**config.mk**
```make
export PLATFORM = sky130hd
export DESIGN_NAME = wdg_guard
export DESIGN_NICKNAME = d
export VERILOG_FILES = /design/src/rtl/wdg_pkg.sv /design/src/rtl/wdg_counter.sv /design/src/rtl/wdg_protect.sv /design/src/rtl/wdg_guard.sv
export SDC_FILE = /design/constraint.sdc
export NUM_CORES = 1
export LEC_CHECK = 0
export ABC_AREA = 1
export ABC_CLOCK_PERIOD_IN_PS = 1200
export BUFFER_PORTS_ARGS = -buffer_cell sky130_fd_sc_hd__buf_2
export CAP_MARGIN = 20
export CELL_PAD_IN_SITES_DETAIL_PLACEMENT = 1
export CELL_PAD_IN_SITES_GLOBAL_PLACEMENT = 1
export CORE_MARGIN = 2
export CORE_UTILIZATION = 31
export DETAILED_ROUTE_END_ITERATION = 8
export GPL_ROUTABILITY_DRIVEN = 0
export HOLD_SLACK_MARGIN = 0.05
export PLACE_DENSITY = 0.71
export SYNTH_ARGS = -nofsm -noshare
export SYNTH_HDL_FRONTEND = slang
export SYNTH_SLANG_ARGS = --single-unit
```
**constraint.sdc**
```tcl
create_clock -name clk_i -period 1.2 [get_ports clk_i]
set_input_delay 0.24 -clock clk_i [delete_from_list [all_inputs] [get_ports clk_i]]
set_output_delay 0.24 -clock clk_i [all_outputs]
set_load 0.01 [all_outputs]
```
**src/rtl/wdg_pkg.sv**
```systemverilog
package wdg_pkg;

    // Decoded register-bus access, as seen by the protection register
    typedef enum logic [1:0] {
        OP_NONE  = 2'd0,
        OP_ARM   = 2'd1,
        OP_SET   = 2'd2,
        OP_OTHER = 2'd3
    } bus_op_t;

    typedef struct packed {
        logic mode;
        logic armed;
    } prot_state_t;

endpackage

```
**src/rtl/wdg_counter.sv**
```systemverilog
module wdg_counter #(
    parameter int unsigned CNT_W     = 16,
    parameter int unsigned START_VAL = 4095
) (
    input  logic clk_i,
    input  logic rst_i,
    input  logic tick_i,
    input  logic refresh_i,
    output logic uf_o,
    output logic started_o
);
    localparam logic [CNT_W-1:0] RELOAD = CNT_W'(START_VAL);

    typedef struct packed {
        logic [CNT_W-1:0] cnt;
        logic             uf;
        logic             started;
    } cnt_state_t;

    cnt_state_t st_d, st_q;

    always_comb begin
        st_d    = st_q;
        st_d.uf = 1'b0;
        if (tick_i) begin
            st_d.started = 1'b1;
        end
        if (refresh_i) begin
            st_d.cnt = RELOAD;
        end else if (tick_i) begin
            if (st_q.cnt == '0) begin
                st_d.cnt = RELOAD;
                st_d.uf  = 1'b1;
            end else begin
                st_d.cnt = st_q.cnt - 1'b1;
            end
        end
        if (rst_i) begin
            st_d.cnt     = RELOAD;
            st_d.uf      = 1'b0;
            st_d.started = 1'b0;
        end
    end

    always_ff @(posedge clk_i) begin
        st_q <= st_d;
    end

    assign uf_o      = st_q.uf;
    assign started_o = st_q.started;

endmodule

```
**src/rtl/wdg_protect.sv**
```systemverilog
module wdg_protect
    import wdg_pkg::*;
(
    input  logic    clk_i,
    input  logic    rst_i,
    input  logic    opt_init_i,
    input  bus_op_t op_i,
    input  logic    lock_i,
    output logic    mode_o
);
    prot_state_t st_d, st_q;

    always_comb begin
        st_d = st_q;
        unique case (op_i)
            OP_ARM: st_d.armed = 1'b1;
            OP_SET: begin
                if (st_q.armed && !lock_i) begin
                    st_d.mode = 1'b1;
                end
                st_d.armed = 1'b0;
            end
            OP_OTHER: st_d.armed = 1'b0;
            default: ;
        endcase
        if (rst_i) begin
            st_d.mode  = ~opt_init_i;
            st_d.armed = 1'b0;
        end
    end

    always_ff @(posedge clk_i) begin
        st_q <= st_d;
    end

    assign mode_o = st_q.mode;

endmodule

```
**src/rtl/wdg_guard.sv**
```systemverilog
module wdg_guard
    import wdg_pkg::*;
#(
    parameter int unsigned ADDR_W = 12,
    parameter int unsigned DATA_W = 8,
    parameter int unsigned CNT_W  = 16,
    parameter int unsigned START_VAL = 4095,
    parameter logic [ADDR_W-1:0] PROT_ADDR = 12'h37C,
    parameter logic [ADDR_W-1:0] FLAG_ADDR = 12'h37D,
    parameter int unsigned FLAG_BIT = 3
) (
    input  logic              clk_i,
    input  logic              rst_i,
    input  logic              opt_init_i,
    input  logic [ADDR_W-1:0] addr_i,
    input  logic              we_i,
    input  logic [DATA_W-1:0] wdata_i,
    output logic [DATA_W-1:0] rdata_o,
    input  logic              tick_i,
    input  logic              refresh_i,
    output logic              irq_o,
    output logic              prot_mode_o
);
    localparam int unsigned MODE_BIT = DATA_W - 1;

    logic    uf;
    logic    started;
    logic    mode;
    bus_op_t op;
    logic    flag_d, flag_q;

    wdg_counter #(
        .CNT_W     (CNT_W),
        .START_VAL (START_VAL)
    ) u_cnt (
        .clk_i     (clk_i),
        .rst_i     (rst_i),
        .tick_i    (tick_i),
        .refresh_i (refresh_i),
        .uf_o      (uf),
        .started_o (started)
    );

    always_comb begin
        op = OP_NONE;
        if (we_i) begin
            if (addr_i == PROT_ADDR) begin
                op = wdata_i[MODE_BIT] ? OP_SET : OP_ARM;
            end else begin
                op = OP_OTHER;
            end
        end
    end

    wdg_protect u_prot (
        .clk_i      (clk_i),
        .rst_i      (rst_i),
        .opt_init_i (opt_init_i),
        .op_i       (op),
        .lock_i     (started),
        .mode_o     (mode)
    );

    always_comb begin
        flag_d = flag_q;
        if (we_i && addr_i == FLAG_ADDR && !wdata_i[FLAG_BIT]) begin
            flag_d = 1'b0;
        end
        if (uf) begin
            flag_d = 1'b1;
        end
        if (rst_i) begin
            flag_d = 1'b0;
        end
    end

    always_ff @(posedge clk_i) begin
        flag_q <= flag_d;
    end

    always_comb begin
        rdata_o = '0;
        if (addr_i == FLAG_ADDR) begin
            rdata_o[FLAG_BIT] = flag_q;
        end else if (addr_i == PROT_ADDR) begin
            rdata_o[MODE_BIT] = mode;
        end
    end

    assign irq_o       = uf;
    assign prot_mode_o = mode;

endmodule

```
==> run summary <==
P&R area growth vs syn - 37.1%
Post-route DRC violation count - 0
Worst Path Arrival - 1.41 ns
Worst R2R Start - u_cnt.st_q[3]$_SDFFE_PP1P_
CP max FO - 5
Violation count after the first detailed-route iteration - 23
Post-route cell area - 1590 sq um
Crit end category - flip-flop
Clock sinks - 21
Starting Density - 31.9%
LEAKAGE - 0.703 nW
I/O pin count - 36
Final antenna-violating net count - 0
Port Buffers - 23
R2R cell count - 8
Most used DFF post-synth - dfxtp_1
Post-synth EDFFs - 1
R2R setup slack - -0.05 ns
H-tree Lvls - 1
Async S/R FF share, synth - 0%
Worst Skew - 0.00149 ns
Fin crit share - 104%
Failing checks - setup timing
Max Fclk - 802 MHz
Routed wire per std cell - 12.0 um
Worst Hold Class - in -> reg
Worst Setup EP - u_cnt.st_q[16]$_SDFFE_PP0P_
Worst-path clk slew - 0.08 ns
Kind of critical path - reg -> reg
Yosys cell types - 27
Clock Tree Root - clkbuf_8
Flops & latches, synth - 21
Worst-Skew Late Latency - 0.26 ns
Cell total after placement - 248
Number of global-route vias before repair - 1242
Syn_area_per_cell - 6.95 sq um
CTS buffer count - 3
Fin. Hold Viols - 0
Largest net degree at the start of global routing - 13
Critical path startpoint category - flip-flop
Initial antenna violation count - 0
# hold bufs at CTS - 0
Hpwl dp - 2370 um
CTS tree - done
CP required - 1.36 ns
Post-DP Area - 1390 sq um
Yosys warns - 0
# rows - 22
Max rail drop VDD - 0.443 mV
Final nets - 235
Status - complete, but fails checks
Crit path launch - u_cnt.st_q[3]$_SDFFE_PP1P_
Drt total wl - 3050 um
CORE AREA - 3630 sq um
Max Buffers Root-to-Sink - 2
Share of cells above drive strength 1 - 42.0%
Chip width - 65.2 um
Antenna diode count - 0
Die Y - 65.2 um
Max-Cap Viols - 0
Fin crit period - 1.25 ns
Slew Limit Fails - 0
Die ar. - 4250 sq um
Cells after synthesis - 167
Pwr per Cell Area - 834 nW/um^2
Post-Synthesis Cell Area - 1160 sq um
Register area share after synthesis - 37.1%
First-pass GRT wire length - 5080 um
GR Overflow Total - 0
Drt pass-1 iters - 4
Worst R2R End - u_cnt.st_q[16]$_SDFFE_PP0P_
Hold_sp - refresh_i
Final cell count without fillers - 255
GRT Total Usage - 15.3%
Unrepaired setup endpoints after global routing - true
Vias/cell - 4.49
Via Count - 1144
Count of final setup violators - 12
Final WS setup - -0.0468 ns
Layout fillers - 481
## sequential cells by signal, summed over array words and instances (netlist names)
signal	flops
u_prot.mode_o	1
u_prot.st_q	1
u_cnt.started_o	1
u_cnt.st_q	16
flag_q	1
u_cnt.uf_o	1
## area by class of cell
cell class / instances / area [sq um] / area share (%)
Clock buffer: 3 / 41.3 / 2.60
Clock inverter: 1 / 5.00 / 0.315
Inverter: 21 / 83.8 / 5.27
Multi-Input combinational cell: 123 / 718 / 45.2
Sequential cell: 21 / 435 / 27.4
Tap cell: 48 / 60.1 / 3.78
Timing Repair Buffer: 38 / 246 / 15.5
## layout by cell type, fill, tap and decap left out
cell type,synthesis,final
nor2_1,25,19
nand4_1,4,4
buf_2,0,20
edfxtp_1,1,1
and3_1,1,1
clkbuf_8,0,3
nand3_1,16,11
nand3b_1,1,1
buf_4,7,15
conb_1,1,6
nor3_2,0,1
xor2_1,2,2
dfxtp_2,0,4
xnor2_1,1,1
nor2_4,4,8
a21oi_1,3,3
dfxtp_1,20,16
o2111ai_1,1,1
o21ai_1,1,1
nand2_4,1,2
nor3_1,3,2
ha_4,0,1
nand2_1,41,34
or2_2,2,2
inv_2,0,4
inv_4,1,2
o21ai_2,0,1
o21ai_0,3,2
nand3_4,1,1
nand2_2,1,7
nor2_2,4,6
buf_6,0,3
nand3_2,1,6
clkinv_2,0,1
inv_1,20,15
## cell families (layout without fill, tap and decap cells)
kind of cell	Yosys count	in the layout	synth area share, %
AOI/OAI and AO/OA	8	8	3.77
xor gates and xnor gates	3	3	2.27
adders and majority gates	1	1	1.08
and+or+nand+nor	105	105	43.9
buffers and inverters	28	63	11.5
DFF	21	21	37.1
other	1	6	0.323
## how the worst min path moves through the flow
stage	end	slack, ns	cells after the start
after detailed placement	u_cnt.uf_o$_SDFF_PP0_	0.43	2
after CTS	u_cnt.uf_o$_SDFF_PP0_	0.14	2
after floorplan	flag_q$_SDFFE_PP0P_	0.31	1
after global routing	u_cnt.uf_o$_SDFF_PP0_	0.15	2
after global placement	u_cnt.uf_o$_SDFF_PP0_	0.42	2
final	u_cnt.uf_o$_SDFF_PP0_	0.15	2
## power by group
part           internal, mW  total (mW)  leakage, nW  switching [mW]
sequential            0.712       0.717        0.170         0.00500
clock                 0.232       0.466       0.0255           0.234
combinational        0.0614       0.143        0.507          0.0812
## cell usage after synthesis, types with 2 or more instances
cell     count  share of area, %
nand2_1     41                13
nor2_1      25               8.1
dfxtp_1     20                35
inv_1       20               6.5
nand3_1     16               6.9
buf_4        7               4.5
nand4_1      4               2.2
nor2_2       4               2.2
nor2_4       4               3.9
a21oi_1      3               1.3
nor3_1       3               1.3
o21ai_0      3               1.3
or2_2        2               1.1
xor2_1       2               1.5
## critical path, cell delays in order, from the launching register on
cell and delay (ns):
dfxtp_2 0.34, inv_2 0.07, ha_4 0.14, nand2_4 0.05, nor2_4 0.22, buf_4 0.16, nand2_1 0.05, nand2_1 0.06
a21oi_1 0.06
## per-layer routing
metal	up-vias	wire length (um)	global-route usage (%)
li1	591	-	-
met1	528	1270	16.7
met2	18	1620	29.1
met3	7	101	2.23
met4	0	58	6.25
met5	-	0	0
## through the flow
step / TNS, ns / util, % / worst slack (ns) / total power, mW / hold WS [ns]
after floorplan: 0 / - / 0.0161 / 0.801 / 0.309
after global placement: -0.619 / 38.3 / -0.0573 / 0.841 / 0.422
after detailed placement: -0.899 / 38.3 / -0.0950 / 0.847 / 0.427
after CTS: -0.161 / 41.5 / -0.0278 / 1.32 / 0.144
after global routing: -1.31 / 43.8 / -0.109 / 1.38 / 0.147
final: -0.333 / 43.8 / -0.0468 / 1.33 / 0.146
## what timing repair did
| action | in CTS | in global routing |
|---|---|---|
| gates resized for setup | 18 | 23 |
| endpoints found under the setup margin | 15 | 16 |
| hold endpoints to repair | 0 | 0 |
| pin swaps | 6 | 11 |
| buffers inserted | 3 | 0 |
Note: power is estimated with default switching activity, not from simulation.
